===== src/rtl/psram_cfg_pkg.sv =====
package psram_cfg_pkg;

  typedef enum logic [1:0] {
    OP_SW_READ  = 2'd0,
    OP_SW_WRITE = 2'd1,
    OP_PIN_LOAD = 2'd2,
    OP_NONE     = 2'd3
  } cfgOp_t;

  typedef enum logic [2:0] {
    ST_IDLE,
    ST_ZZLO,
    ST_ACT,
    ST_GAP,
    ST_DONE
  } seqState_t;

  // strobes from control to datapath
  typedef struct packed {
    logic loadCmd;     // capture command value
    logic capRead;     // capture dqIn on the final read
    logic commitCmd;   // shadow <= command value
    logic commitRead;  // shadow <= captured read value
    logic driveVal;    // dqOut carries the command value
    logic pinAddr;     // addr carries the command value
  } seqStrobe_t;

  localparam int SLEEP_BIT = 4;
  localparam int PAR_LSB   = 0;
  localparam int PAR_W     = 3;
  localparam int TEMP_LSB  = 5;

endpackage


===== src/rtl/psram_cfg_ctrl.sv =====
module psram_cfg_ctrl
  import psram_cfg_pkg::*;
#(
  parameter int ACT_CYC = 3,
  parameter int ZZ_LEAD = 2
) (
  input  logic       clk,
  input  logic       rstN,
  input  logic       cmdValid,
  input  logic [1:0] cmdOp,
  input  logic       cmdSleepBit,
  output seqStrobe_t strobe,
  output logic       busy,
  output logic       done,
  output logic       rejected,
  output logic       ceN,
  output logic       oeN,
  output logic       weN,
  output logic [1:0] byteEnN,
  output logic       zzN,
  output logic       dqOe
);

  localparam int CNT_MAX = (ACT_CYC > ZZ_LEAD) ? ACT_CYC : ZZ_LEAD;
  localparam int CNT_W   = $clog2(CNT_MAX + 1);
  localparam logic [CNT_W-1:0] ACT_LAST = CNT_W'(ACT_CYC - 1);
  localparam logic [CNT_W-1:0] ZZ_LAST  = CNT_W'(ZZ_LEAD - 1);

  seqState_t       state;
  cfgOp_t          kindReg;
  logic [1:0]      opIdx;
  logic [CNT_W-1:0] cnt;
  logic            rejReg;

  logic accept, rejectNow, isPin, curRead, lastOp, actEnd, inBus;

  assign accept    = (state == ST_IDLE) && cmdValid && (cmdOp != OP_NONE);
  assign rejectNow = accept && (cmdOp == OP_SW_WRITE) && !cmdSleepBit;
  assign isPin     = (kindReg == OP_PIN_LOAD);
  assign curRead   = !isPin && ((opIdx < 2'd2) ||
                                ((opIdx == 2'd3) && (kindReg == OP_SW_READ)));
  assign lastOp    = isPin || (opIdx == 2'd3);
  assign actEnd    = (state == ST_ACT) && (cnt == ACT_LAST);
  assign inBus     = (state == ST_ZZLO) || (state == ST_ACT) || (state == ST_GAP);

  always_ff @(posedge clk or negedge rstN) begin
    if (!rstN) begin
      state   <= ST_IDLE;
      kindReg <= OP_SW_READ;
      opIdx   <= '0;
      cnt     <= '0;
      rejReg  <= 1'b0;
    end else begin
      unique case (state)
        ST_IDLE: if (accept) begin
          kindReg <= cfgOp_t'(cmdOp);
          opIdx   <= '0;
          cnt     <= '0;
          rejReg  <= rejectNow;
          if (rejectNow)                 state <= ST_DONE;
          else if (cmdOp == OP_PIN_LOAD) state <= ST_ZZLO;
          else                           state <= ST_ACT;
        end
        ST_ZZLO: begin
          if (cnt == ZZ_LAST) begin
            cnt   <= '0;
            state <= ST_ACT;
          end else begin
            cnt <= cnt + 1'b1;
          end
        end
        ST_ACT: begin
          if (actEnd) begin
            cnt   <= '0;
            state <= ST_GAP;
          end else begin
            cnt <= cnt + 1'b1;
          end
        end
        ST_GAP: begin
          if (lastOp) begin
            state <= ST_DONE;
          end else begin
            opIdx <= opIdx + 1'b1;
            state <= ST_ACT;
          end
        end
        ST_DONE: begin
          rejReg <= 1'b0;
          state  <= ST_IDLE;
        end
        default: state <= ST_IDLE;
      endcase
    end
  end

  always_comb begin
    strobe.loadCmd    = accept;
    strobe.capRead    = actEnd && (kindReg == OP_SW_READ) && (opIdx == 2'd3);
    strobe.commitCmd  = (state == ST_GAP) && lastOp && (kindReg != OP_SW_READ);
    strobe.commitRead = (state == ST_GAP) && lastOp && (kindReg == OP_SW_READ);
    strobe.driveVal   = (kindReg == OP_SW_WRITE) && (opIdx == 2'd3);
    strobe.pinAddr    = isPin && inBus;
  end

  assign busy     = (state != ST_IDLE) && (state != ST_DONE);
  assign done     = (state == ST_DONE);
  assign rejected = (state == ST_DONE) && rejReg;
  assign ceN      = !(state == ST_ACT);
  assign oeN      = !((state == ST_ACT) && curRead);
  assign weN      = !((state == ST_ACT) && !curRead);
  assign byteEnN  = ((state == ST_ACT) && !isPin) ? 2'b00 : 2'b11;
  assign zzN      = !(isPin && inBus);
  assign dqOe     = (state == ST_ACT) && !curRead && !isPin;

endmodule


===== src/rtl/psram_cfg_dp.sv =====
module psram_cfg_dp
  import psram_cfg_pkg::*;
#(
  parameter int          ADDR_W    = 22,
  parameter int          DATA_W    = 16,
  parameter logic [15:0] RESET_VAL = 16'h0070
) (
  input  logic              clk,
  input  logic              rstN,
  input  seqStrobe_t        strobe,
  input  logic [DATA_W-1:0] cmdData,
  input  logic [DATA_W-1:0] dqIn,
  output logic [ADDR_W-1:0] addr,
  output logic [DATA_W-1:0] dqOut,
  output logic [DATA_W-1:0] rdData,
  output logic [DATA_W-1:0] shadowCfg,
  output logic              fullRefresh,
  output logic              sleepPar,
  output logic [1:0]        tempCode,
  output logic [6:0]        tempLimit
);

  logic [DATA_W-1:0] cmdVal;
  logic [ADDR_W-1:0] valAddr;

  always_ff @(posedge clk or negedge rstN) begin
    if (!rstN) begin
      cmdVal    <= '0;
      rdData    <= '0;
      shadowCfg <= DATA_W'(RESET_VAL);
    end else begin
      if (strobe.loadCmd)    cmdVal    <= cmdData;
      if (strobe.capRead)    rdData    <= dqIn;
      if (strobe.commitCmd)  shadowCfg <= cmdVal;
      if (strobe.commitRead) shadowCfg <= rdData;
    end
  end

  generate
    if (ADDR_W >= DATA_W) begin : g_widen
      assign valAddr = {{(ADDR_W - DATA_W){1'b0}}, cmdVal};
    end else begin : g_narrow
      assign valAddr = cmdVal[ADDR_W-1:0];
    end
  endgenerate

  assign addr  = strobe.pinAddr ? valAddr : '1;
  assign dqOut = strobe.driveVal ? cmdVal : '0;

  assign fullRefresh = (shadowCfg[PAR_LSB +: PAR_W] == '0);
  assign sleepPar    = shadowCfg[SLEEP_BIT];
  assign tempCode    = shadowCfg[TEMP_LSB +: 2];

  always_comb begin
    unique case (tempCode)
      2'd0:    tempLimit = 7'd15;
      2'd1:    tempLimit = 7'd45;
      2'd2:    tempLimit = 7'd70;
      default: tempLimit = 7'd85;
    endcase
  end

endmodule


===== src/rtl/psram_cfg_seq.sv =====
module psram_cfg_seq
  import psram_cfg_pkg::*;
#(
  parameter int ADDR_W  = 22,
  parameter int ACT_CYC = 3,
  parameter int ZZ_LEAD = 2
) (
  input  logic              clk,
  input  logic              rstN,
  input  logic              cmdValid,
  input  logic [1:0]        cmdOp,
  input  logic [15:0]       cmdData,
  output logic              busy,
  output logic              done,
  output logic              rejected,
  output logic [15:0]       rdData,
  output logic [15:0]       shadowCfg,
  output logic              fullRefresh,
  output logic              sleepPar,
  output logic [1:0]        tempCode,
  output logic [6:0]        tempLimit,
  output logic              ceN,
  output logic              oeN,
  output logic              weN,
  output logic [1:0]        byteEnN,
  output logic              zzN,
  output logic [ADDR_W-1:0] addr,
  output logic [15:0]       dqOut,
  output logic              dqOe,
  input  logic [15:0]       dqIn
);

  seqStrobe_t strobe;

  psram_cfg_ctrl #(.ACT_CYC(ACT_CYC), .ZZ_LEAD(ZZ_LEAD)) u_ctrl (
    .clk(clk), .rstN(rstN), .cmdValid(cmdValid), .cmdOp(cmdOp),
    .cmdSleepBit(cmdData[SLEEP_BIT]), .strobe(strobe), .busy(busy),
    .done(done), .rejected(rejected), .ceN(ceN), .oeN(oeN), .weN(weN),
    .byteEnN(byteEnN), .zzN(zzN), .dqOe(dqOe)
  );

  psram_cfg_dp #(.ADDR_W(ADDR_W), .DATA_W(16)) u_dp (
    .clk(clk), .rstN(rstN), .strobe(strobe), .cmdData(cmdData),
    .dqIn(dqIn), .addr(addr), .dqOut(dqOut), .rdData(rdData),
    .shadowCfg(shadowCfg), .fullRefresh(fullRefresh), .sleepPar(sleepPar),
    .tempCode(tempCode), .tempLimit(tempLimit)
  );

endmodule


===== config.mk =====
export PLATFORM = sky130hd
export DESIGN_NAME = psram_cfg_seq
export DESIGN_NICKNAME = d
export VERILOG_FILES = /design/src/rtl/psram_cfg_pkg.sv /design/src/rtl/psram_cfg_ctrl.sv /design/src/rtl/psram_cfg_dp.sv /design/src/rtl/psram_cfg_seq.sv
export SDC_FILE = /design/constraint.sdc
export NUM_CORES = 1
export LEC_CHECK = 0
export ABC_AREA = 1
export BUFFER_PORTS_ARGS = -buffer_cell sky130_fd_sc_hd__buf_2
export CAP_MARGIN = 20
export CORE_UTILIZATION = 48
export DETAILED_ROUTE_END_ITERATION = 10
export PLACE_DENSITY = 0.8
export SKIP_LAST_GASP = 1
export SLEW_MARGIN = 20
export SYNTH_ARGS = -nofsm -noshare
export SYNTH_HDL_FRONTEND = slang
export SYNTH_HIERARCHICAL = 1
export SYNTH_SLANG_ARGS = --single-unit

===== constraint.sdc =====
create_clock -name clk -period 1.97 [get_ports clk]
set_input_delay 0 -clock clk [delete_from_list [all_inputs] [get_ports clk]]
set_output_delay 0 -clock clk [all_outputs]
set_load 0.02 [all_outputs]

**Word-level counts from Yosys, hierarchy flattened**

Cells that the tools add are included.

- Add/sub/neg operators: 2
- Order comparisons: 1
- Equality and inequality tests: 19
- Mux-type cells: 21
- Reductions and logical operators: 46

Operators by type and width:

| cell | number |
|---|---|
| $mux 16 | 3 |
| $mux 22 | 1 |
| $pmux 7 s3 | 1 |
| $logic_and 1x1->1 | 20 |
| $mux 3 | 5 |
| $mux 2 | 6 |
| $pmux 3 s4 | 1 |
| $eq 2x2->1 const B | 5 |
| $eq 2x1->1 const B | 4 |
| $reduce_bool 2->1 | 4 |
| $logic_not 1->1 | 7 |
| $eq 3x2->1 const B | 2 |
| $logic_not 3->1 | 2 |
| $ne 2x2->1 const B | 3 |
| $pmux 2 s3 | 1 |
| $reduce_and 2->1 | 3 |
| $reduce_and 3->1 | 2 |
| $reduce_bool 3->1 | 2 |
| $add 2x1->2 const B | 2 |
| $logic_not 2->1 | 2 |
| $logic_or 1x1->1 | 4 |
| $ne 2x1->1 const B | 2 |
| $pmux 2 s2 | 1 |
| $eq 3x1->1 const B | 1 |
| 5 further kinds | 5 |

- Flip-flop bits (word level): 58
- Bits of input ports: 37
- Output and inout bits: 91
- Word-level logic and storage cells: 97

**Depth between registers and ports, before layout**

Gate-level depths: netlist of the first run.

- Depth in word-level cells: 8
- Depth in mapped cells: 10
- Mapped depth without buffers: 9

**Hierarchy**

Netlist of the first run, hierarchy kept.

By module, submodules not included:

| module | instances | cells each | area an instance (um^2) | sequential area each (um^2) |
|---|---|---|---|---|
| psram_cfg_dp | 1 | 325 | 2,374.8 | 1,204.9 |
| psram_cfg_ctrl | 1 | 97 | 676.9 | 250.2 |

**Worst setup path before layout of the first run**

Ideal clock, no wire load.

- Path type: register to output
- From: register u_ctrl.state[1]
- To: output port addr[17]
- Arrival time: 1,752 ps
- Required time: 1,970 ps
- Slack: 218 ps
- Cell stages (with the launch flop): 9
- Path buffers: 3
- Path through: dfrtp_1 -> inv_2 -> nand2_1 -> nand3_1 -> inv_1 -> buf_2 -> buf_2 -> inv_1 -> buf_4

RTL lines:

| what | line | RTL |
|---|---|---|
| from (decl) | psram_cfg_ctrl.sv:29 | `seqState_t state;` |
| from (signal assigned) | psram_cfg_ctrl.sv:48 | `state <= ST_IDLE;` |
| from (signal assigned) | psram_cfg_ctrl.sv:60 | `if (rejectNow) state <= ST_DONE;` |
| from (signal assigned) | psram_cfg_ctrl.sv:61 | `else if (cmdOp == OP_PIN_LOAD) state <= ST_ZZLO;` |
| to (decl) | psram_cfg_seq.sv:27 | `output logic [ADDR_W-1:0] addr,` |

==> run_results.csv, run 1 <==
group,metric,value,unit
sta,fin_crit,1.79,ns
routing,routed_via_density,4.83,
sta,slew_headroom,48.3,%
floorplan,fp.dieH,81.7,um
synth,syn_inst,422,
synth,avgSynthCellArea,7.23,um2
job,drv_cap,0,
global_route,grt_pass1_wl,12.7,mm
synth,synth_top_area_cell,"dfrtp_1",
critical_path,crit_type,"flip-flop to flip-flop",
synth,synthFlopType,"dfrtp_1",
power,total_power,6.19,mW
routing,ant_nets,0,
sta,finalClockSkew,0.00820,ns
synth,synth_fp_nets,460,
floorplan,num_io_pins,128,
critical_path,r2r-start,"u_ctrl/state[2]",
synth,yosysMostFrequentCell,"nand2_1",
critical_path,cp_max_fo,17,
global_route,grt_max_degree,39,
worst_hold_path,holdCritStartpoint,"cmdValid",
sta,whs,0.138,ns
sta,rsz0062_at_grt,"false",
worst_hold_path,hp-class,"input port to flip-flop",
critical_path,end_kind,"flip-flop",
place,post_dp_cell_area,3640,um2
routing,via_count,3152,
layout,final_cell_area,4240,um2
clock_tree,cts_buffers,9,
power,power_frac_clock,20.0,%
power,p_switching,2.88,mW
sta,fin_ws,0.178,ns
power,ir_worst_vdd,1.20,mV
global_route,grt_usage,25.6,%
power,p_comb_share,48.1,%
critical_path,r2r_setup_slack,0.18,ns
clock_tree,tritoncts,"built",
sta,min_period_over_period,91.0,%
power,p_int,3.30,mW
layout,fillers,474,
sta,worst_pin_slew,0.776,ns
global_route,first_global_vias,2822,
place,dp_hpwl,5.62,mm
floorplan,dieArea,6680,um2
power,power_density,1460,nW/um2
power,swShare,46.6,%
layout,num_antenna_cells,0,
routing,drt_iter0_drc,197,
clock_tree,clockBufferDepth,2,
clock_tree,cts.sinks,58,
floorplan,start_util,50.6,%
routing,post_drt_wl_per_cell,12.7,um
routing,drtPass1Iterations,4,
layout,area_growth,39.0,%
synth,synth_commonest_cells,"193 x nand2_1, 61 x inv_1, 55 x dfrtp_1, 35 x o21ai_0, 15 x nor2_1",
synth,synth_edf_count,0,
critical_path,cp-startpoint,"u_ctrl/state[2]",
critical_path,cp.arrival,2.06,ns
layout,final_net_count,611,
sta,slew_viol_final,0,
synth,ys_ff_latch,58,
synth,syn-cell-area,3050,um2
synth,ys_seq_area_share,47.7,%
floorplan,die_width,81.7,um
place,port_buffers,126,
place,dpl_worst_slack,0.251,ns
power,seqPwrFrac,31.8,%
synth,async_reset_ff_share,100,%
sta,setup_tns,0,ns
clock_tree,clockRootBuffer,"clkbuf_8",
clock_tree,path_clk_slew,0.07,ns
sta,hold_viol,0,
routing,wirelength,8.29,mm
clock_tree,ctsHtreeMaxLevel,3,
floorplan,fp.coreArea,6030,um2
place,place_congestion,0.944,
synth,ys_warn_count,6,
critical_path,worst_setup_path_start_kind,"flip-flop",
floorplan,num_rows,28,
clock_tree,clk-insertion-delay-late,0.34,ns
sta,setup_violations,0,
synth,synth_cell_type_count,25,
synth,synth_area_leaders,"dfrtp_1 45%, nand2_1 24%, inv_1 7.5%",
sta,fmax,558,MHz
synth,synth_top_cell_area_share,45.1,%
routing,drcViolationCount,0,
layout,drive_gt1_share,29.4,%
global_route,gr-total-overflow,0,
critical_path,cp.required,2.24,ns
global_route,antenna_found_initial,0,
status,status,"finished clean",
power,leakagePower,2.46,nW
[layout by cell type (no fill, tap or decap)]
| master | n |
|---|---|
| bufinv_16 | 2 |
| nand2_4 | 2 |
| buf_2 | 126 |
| ha_1 | 1 |
| inv_2 | 4 |
| dlygate4sd3_1 | 35 |
| buf_4 | 5 |
| o211ai_1 | 1 |
| clkbuf_8 | 9 |
| clkinvlp_4 | 2 |
| a21oi_1 | 3 |
| nor2_2 | 3 |
| buf_12 | 1 |
| nand3_1 | 4 |
| nor3_1 | 1 |
| inv_1 | 60 |
| o21ai_1 | 2 |
| or2_1 | 1 |
| conb_1 | 1 |
| nand2_2 | 4 |
| dfstp_2 | 3 |
| dfrtp_1 | 55 |
| clkinv_4 | 3 |
| nor2_1 | 15 |
| nand2_1 | 193 |
| o21ai_0 | 35 |
| inv_6 | 1 |
| nor3b_1 | 1 |
| nor2_4 | 1 |
| nor2_8 | 2 |
| nor3_2 | 2 |
[logic make-up (layout without fill, tap and decap cells)]
| family | count (synthesis) | after routing | share of synthesized area (%) |
|---|---|---|---|
| other cells | 1 | 1 | 0.123 |
| compound gates | 41 | 41 | 6.81 |
| simple gates | 229 | 229 | 31.0 |
| buf+inv | 92 | 248 | 13.9 |
| fa+ha+maj | 1 | 1 | 0.410 |
| flops | 58 | 58 | 47.7 |
[sequential cells by signal (all words and copies together), names as in the netlist]
signal          flops
u_ctrl/cnt          2
u_ctrl/kindReg      2
u_ctrl/opIdx        2
u_ctrl/rejReg       1
u_ctrl/state        3
u_dp/cmdVal        16
u_dp/rdData        16
u_dp/shadowCfg     16
[power groups by stage]
stage          combinational (mW)  clock, mW  sequential (mW)
6_report                     2.98       1.24             1.97
5_1_grt                      3.27       1.31             2.03
4_1_cts                      2.87       1.26             1.96
3_5_place_dp                 2.81          0             1.98
3_3_place_gp                 2.74          0             1.95
2_1_floorplan                1.97          0             2.04
[area by class of cell]
type | instances | area, um2 | share of cell area (%)
Timing Repair Buffer | 167 | 1040 | 24.5
Multi-Input combinational cell | 272 | 1180 | 27.8
Sequential cell | 58 | 1460 | 34.3
Clock inverter | 7 | 103 | 2.42
Inverter | 65 | 248 | 5.84
Clock buffer | 9 | 124 | 2.92
Tap cell | 75 | 93.8 | 2.21
[worst paths after layout]
kind	endpoint	cells past startpoint
max in group asynchronous	u_dp/cmdVal[7]	3
min	u_ctrl/rejReg	4
max	u_dp/shadowCfg[11]	9
min in group asynchronous	u_ctrl/rejReg	2
max reg2reg	u_dp/shadowCfg[11]	9
min reg2reg	u_dp/shadowCfg[9]	2
[what timing repair did]
action,in CTS,in global routing
hold buffers,35,0
setup endpoints to repair,0,7
hold endpoints to repair,66,0
resized for setup,0,2
setup buffers,0,1
[routing by layer]
metal	track usage, %	routed length [um]	vias to the layer above
li1	-	-	1547
met1	32.6	3510	1424
met2	40.9	3900	158
met3	4.67	656	23
met4	14.2	232	0
met5	0	0	-
[stage by stage]
step | utilization, % | cells
after detailed placement | 60.4 | 601
final | 70.4 | 653
after floorplan | - | 422
after global routing | 70.4 | 653
after CTS | 69.9 | 652
after global placement | 60.4 | 601
[critical path, cell delays in order (launching register included)]
cell	delay (ns)
dfrtp_1	0.42
inv_2	0.11
nand3_1	0.16
inv_1	0.12
nand2_1	0.09
nor2_1	0.29
nor2_8	0.11
inv_2	0.23
nand2_1	0.11
nand2_1	0.09
Power figures use the tool's default switching activity.
==> run 2: changes to the inputs <==
--- a/config.mk
+++ b/config.mk
@@ -8,9 +8,10 @@
 export ABC_AREA = 1
 export BUFFER_PORTS_ARGS = -buffer_cell sky130_fd_sc_hd__buf_2
 export CAP_MARGIN = 20
-export CORE_UTILIZATION = 48
+export CORE_UTILIZATION = 50
+export CTS_BUF_LIST = sky130_fd_sc_hd__clkbuf_8
 export DETAILED_ROUTE_END_ITERATION = 10
-export PLACE_DENSITY = 0.8
+export PLACE_DENSITY = 0.84
 export SKIP_LAST_GASP = 1
 export SLEW_MARGIN = 20
 export SYNTH_ARGS = -nofsm -noshare
==> run_results.csv, run 2 (synthesized netlist as in run 1, its figures left out) <==
group,metric,value,unit
status,status,"finished clean",
sta,fin_crit,1.84,ns
floorplan,num_io_pins,128,
sta,whs,0.150,ns
clock_tree,cts.sinks,58,
routing,via_count,3204,
critical_path,cp.required,1.97,ns
sta,setup_violations,0,
floorplan,fp.coreArea,5920,um2
clock_tree,ctsHtreeMaxLevel,3,
critical_path,cp.arrival,1.84,ns
floorplan,die_width,80.1,um
critical_path,r2r-start,"u_ctrl/state[2]",
layout,final_common_cell,"nand2_1",
global_route,gr-total-overflow,0,
routing,ant_nets,0,
clock_tree,tritoncts,"built",
sta,min_period_over_period,93.4,%
routing,drcViolationCount,0,
global_route,grt_usage,27.6,%
critical_path,cp_max_fo,6,
global_route,grt_max_degree,39,
routing,routed_via_density,4.88,
sta,slew_headroom,54.5,%
clock_tree,clk-insertion-delay-late,0.34,ns
place,dp_hpwl,5.63,mm
routing,wirelength,8.65,mm
sta,finalClockSkew,0.0157,ns
floorplan,fp.dieH,80.1,um
clock_tree,path_clk_slew,0.07,ns
critical_path,r2r_setup_slack,0.21,ns
critical_path,end_kind,"primary output",
routing,drtPass1Iterations,5,
power,ir_worst_vdd,1.02,mV
global_route,grt_pass1_wl,13.2,mm
floorplan,num_rows,28,
power,power_density,1440,nW/um2
floorplan,dieArea,6420,um2
worst_hold_path,worstHoldEndpoint,"u_ctrl/rejReg",
worst_hold_path,hp-class,"input port to flip-flop",
sta,slew_viol_final,0,
critical_path,crit_type,"flip-flop to primary output",
global_route,first_global_vias,2921,
layout,mostFrequentLayoutCells,"193 x nand2_1, 126 x buf_2, 60 x inv_1, 55 x dfrtp_1",
critical_path,rr_endpoint,"u_dp/shadowCfg[5]",
clock_tree,clockBufferDepth,2,
job,drv_cap,0,
place,place_congestion,0.879,
sta,worst_pin_slew,0.682,ns
layout,drive_gt1_share,30.2,%
layout,final_net_count,615,
sta,rsz0062_at_grt,"false",
sta,hold_viol,0,
routing,drt_iter0_drc,192,
place,port_buffers,126,
layout,largestRegisters,"u_dp/cmdVal (16), u_dp/rdData (16), u_dp/shadowCfg (16)",
worst_hold_path,hold_depth,4,
sta,setup_tns,0,ns
worst_hold_path,holdCritStartpoint,"cmdValid",
critical_path,worst_setup_path_start_kind,"flip-flop",
clock_tree,cts_buffers,9,
clock_tree,clockRootBuffer,"clkbuf_8",
global_route,antenna_found_initial,0,
power,leakagePower,2.48,nW
critical_path,reg2reg_depth,9,
layout,area_growth,39.4,%
sta,fmax,544,MHz
floorplan,start_util,51.5,%
layout,num_antenna_cells,0,
routing,post_drt_wl_per_cell,13.2,um
## run 2: cell types whose count changed in the layout (fill, tap and decap cells not counted), sizes merged
| cell | change |
|---|---|
| clkinvlp | +1 |
| clkbuf | +2 |
| inv | -1 |
| buf | +3 |
| bufinv | -1 |
## run 2: power by group
group | switching (mW) | internal, mW
clock network | 0.462 | 0.646
logic | 2.04 | 1.01
registers | 0.355 | 1.61
total | 2.86 | 3.26
## run 2: how the worst max path moves through the flow
stage                            startpoint            endpoint  slack, ns  cells past startpoint
final                       u_ctrl/state[1]            addr[15]       0.13                      7
after CTS                 u_ctrl/kindReg[0]            addr[21]       0.02                      7
after global placement      u_ctrl/state[2]  u_dp/shadowCfg[14]       0.36                      9
after detailed placement    u_ctrl/state[2]   u_dp/shadowCfg[0]       0.28                      9
after floorplan             u_ctrl/state[1]            addr[17]       0.22                      8
after global routing        u_ctrl/state[1]             addr[1]       0.03                      7
## run 2: routing by layer
layer  up-vias  share of wire [%]  global-route usage (%)
met5         -                  0                       0
met4         0                4.2                    15.5
met3        33                6.5                    4.55
met2       160                 49                    46.9
met1      1463                 40                    33.2
li1       1548                  -                       -
## run 2: timing repair
item | CTS | global route
gates resized for setup | 0 | 2
setup buffers | 0 | 5
endpoints found under the setup margin | 0 | 20
endpoints found under the hold margin | 61 | 0
hold buffers | 35 | 0
## run 2: final cells by class
class / count / area, um2
Inverter: 65 / 248
Sequential cell: 58 / 1460
Fill cell: 451 / 1670
Multi-Input combinational cell: 272 / 1190
Timing Repair Buffer: 170 / 1060
Clock buffer: 11 / 151
Tap cell: 75 / 93.8
Clock inverter: 5 / 52.6
Timing Repair inverter: 1 / 5.00
## run 2: metrics by stage
stage                     total power, mW  instances  setup slack [ns]  instance area [um2]  utilization [%]
after CTS                            5.96        651            0.0238                 4200             71.0
after global routing                 6.58        657            0.0271                 4260             71.9
final                                6.12        657             0.131                 4260             71.9
after floorplan                      4.02        422             0.218                 3050                -
after global placement               4.70        600             0.356                 3650             61.6
after detailed placement             4.78        600             0.279                 3650             61.6
## run 2: worst max-delay path, stage by stage, from the launching register on
cell	delay, ns
dfrtp_1	0.42
inv_2	0.14
nand2_1	0.14
nand3_2	0.19
clkinvlp_4	0.20
buf_4	0.19
nand2_1	0.07
buf_2	0.16
==> run 3: changes to the inputs <==
--- a/config.mk
+++ b/config.mk
@@ -9,8 +9,9 @@
 export BUFFER_PORTS_ARGS = -buffer_cell sky130_fd_sc_hd__buf_2
 export CAP_MARGIN = 20
 export CORE_UTILIZATION = 50
-export CTS_BUF_LIST = sky130_fd_sc_hd__clkbuf_8
+export CTS_BUF_LIST = sky130_fd_sc_hd__clkbuf_4
 export DETAILED_ROUTE_END_ITERATION = 10
+export GPL_ROUTABILITY_DRIVEN = 0
 export PLACE_DENSITY = 0.84
 export SKIP_LAST_GASP = 1
 export SLEW_MARGIN = 20
==> run_results.csv, run 3 (synthesized netlist as in run 1, its figures left out) <==
group,metric,value,unit
sta,setup_violations,0,
clock_tree,cts_buffers,9,
sta,hold_viol,0,
sta,rsz0062_at_grt,"false",
sta,worst_pin_slew,0.680,ns
clock_tree,clockRootBuffer,"clkbuf_4",
worst_hold_path,hp-class,"input port to flip-flop",
global_route,grt_usage,27.3,%
floorplan,num_rows,28,
place,dp_hpwl,5.63,mm
floorplan,dieArea,6420,um2
sta,min_period_over_period,92.2,%
critical_path,cp.required,1.97,ns
critical_path,cp_max_fo,15,
global_route,gr-total-overflow,0,
floorplan,fp.coreArea,5920,um2
floorplan,fp.dieH,80.1,um
routing,wirelength,8.30,mm
layout,mostFrequentLayoutCells,"193 x nand2_1, 126 x buf_2, 60 x inv_1, 55 x dfrtp_1",
critical_path,cp.arrival,1.82,ns
sta,slew_headroom,54.6,%
clock_tree,cts.sinks,58,
power,ir_worst_vdd,1.22,mV
clock_tree,ctsHtreeMaxLevel,3,
sta,finalClockSkew,0.0192,ns
layout,area_growth,36.7,%
power,leakagePower,2.43,nW
place,port_buffers,126,
global_route,grt_pass1_wl,13.1,mm
routing,drtPass1Iterations,5,
floorplan,num_io_pins,128,
sta,fin_crit,1.82,ns
routing,routed_via_density,4.86,
layout,num_antenna_cells,0,
critical_path,crit_type,"flip-flop to primary output",
routing,drcViolationCount,0,
layout,largestRegisters,"u_dp/cmdVal (16), u_dp/rdData (16), u_dp/shadowCfg (16)",
layout,final_net_count,611,
global_route,grt_max_degree,39,
sta,fmax,550,MHz
clock_tree,path_clk_slew,0.10,ns
status,status,"finished clean",
layout,fin_cells,653,
routing,via_count,3172,
critical_path,r2r_setup_slack,0.24,ns
routing,ant_nets,0,
place,dp_cells,600,
clock_tree,tritoncts,"built",
floorplan,die_width,80.1,um
routing,drt_iter0_drc,203,
layout,final_common_cell,"nand2_1",
critical_path,end_kind,"primary output",
global_route,first_global_vias,2943,
routing,post_drt_wl_per_cell,12.7,um
clock_tree,clockBufferDepth,2,
global_route,antenna_found_initial,0,
clock_tree,clk-insertion-delay-late,0.39,ns
sta,setup_tns,0,ns
sta,slew_viol_final,0,
floorplan,start_util,51.5,%
layout,drive_gt1_share,29.4,%
critical_path,worst_setup_path_start_kind,"flip-flop",
job,drv_cap,0,
power,power_density,1380,nW/um2
-- run 3: path summary, 6_finish.rpt --
kind	end	depth (start not counted)	startpoint
worst max register to register	u_dp/shadowCfg[0]	9	u_ctrl/state[2]
max in group asynchronous	u_ctrl/kindReg[1]	3	rstN
worst max-delay path	addr[21]	7	u_ctrl/state[1]
worst min-delay path	u_ctrl/rejReg	4	cmdValid
worst min register to register	u_dp/shadowCfg[3]	2	u_dp/shadowCfg[3]
min in group asynchronous	u_dp/cmdVal[2]	2	rstN
-- run 3: critical path, cell delays in order, from the launching register on --
cell and delay, ns:
dfrtp_1 0.44, inv_2 0.14, nand2_1 0.15, nand3_2 0.14, clkinvlp_4 0.11, buf_12 0.15
inv_1 0.12, buf_2 0.19
-- run 3: metrics by stage --
step | worst slack (ns) | cell area (um2) | hold WS (ns) | util, % | power [mW]
after CTS | 0.0916 | 4160 | 0.0859 | 70.2 | 5.73
after global placement | 0.356 | 3650 | 0.0802 | 61.6 | 4.70
after detailed placement | 0.279 | 3650 | 0.0773 | 61.6 | 4.78
after global routing | 0.0364 | 4170 | 0.139 | 70.4 | 6.21
after floorplan | 0.218 | 3050 | -0.296 | - | 4.02
final | 0.153 | 4170 | 0.109 | 70.4 | 5.77
-- run 3: final cells by class --
cell class,instances,area (um2)
multi-input combinational,272,1190
sequential,58,1460
clock inverter,7,60.1
tap,75,93.8
timing repair buffer,167,1050
clock buffer,9,67.6
fill,467,1750
inverter,65,248
-- run 3: where the power goes --
group          switching, mW  leakage [nW]  internal [mW]  total [mW]
Sequential             0.366         0.663           1.60        1.97
Clock                  0.422        0.0706          0.372       0.794
Combinational           2.01          1.70          0.998        3.00
-- run 3: routing by layer --
layer / routed length (um) / global-route usage [%] / share of wire [%] / vias to the layer above
met3: 531 / 5.11 / 6.4 / 31
met5: 0 / 0 / 0 / -
met1: 3400 / 32.4 / 41 / 1444
met4: 269 / 14.3 / 3.2 / 0
met2: 4100 / 46.7 / 49 / 154
li1: - / - / - / 1543
-- run 3: timing repair --
item | in CTS | in global routing
resized for setup | 1 | 2
setup endpoints to repair | 6 | 12
buffers inserted | 2 | 0
endpoints found under the hold margin | 61 | 0
hold buffers | 35 | 0
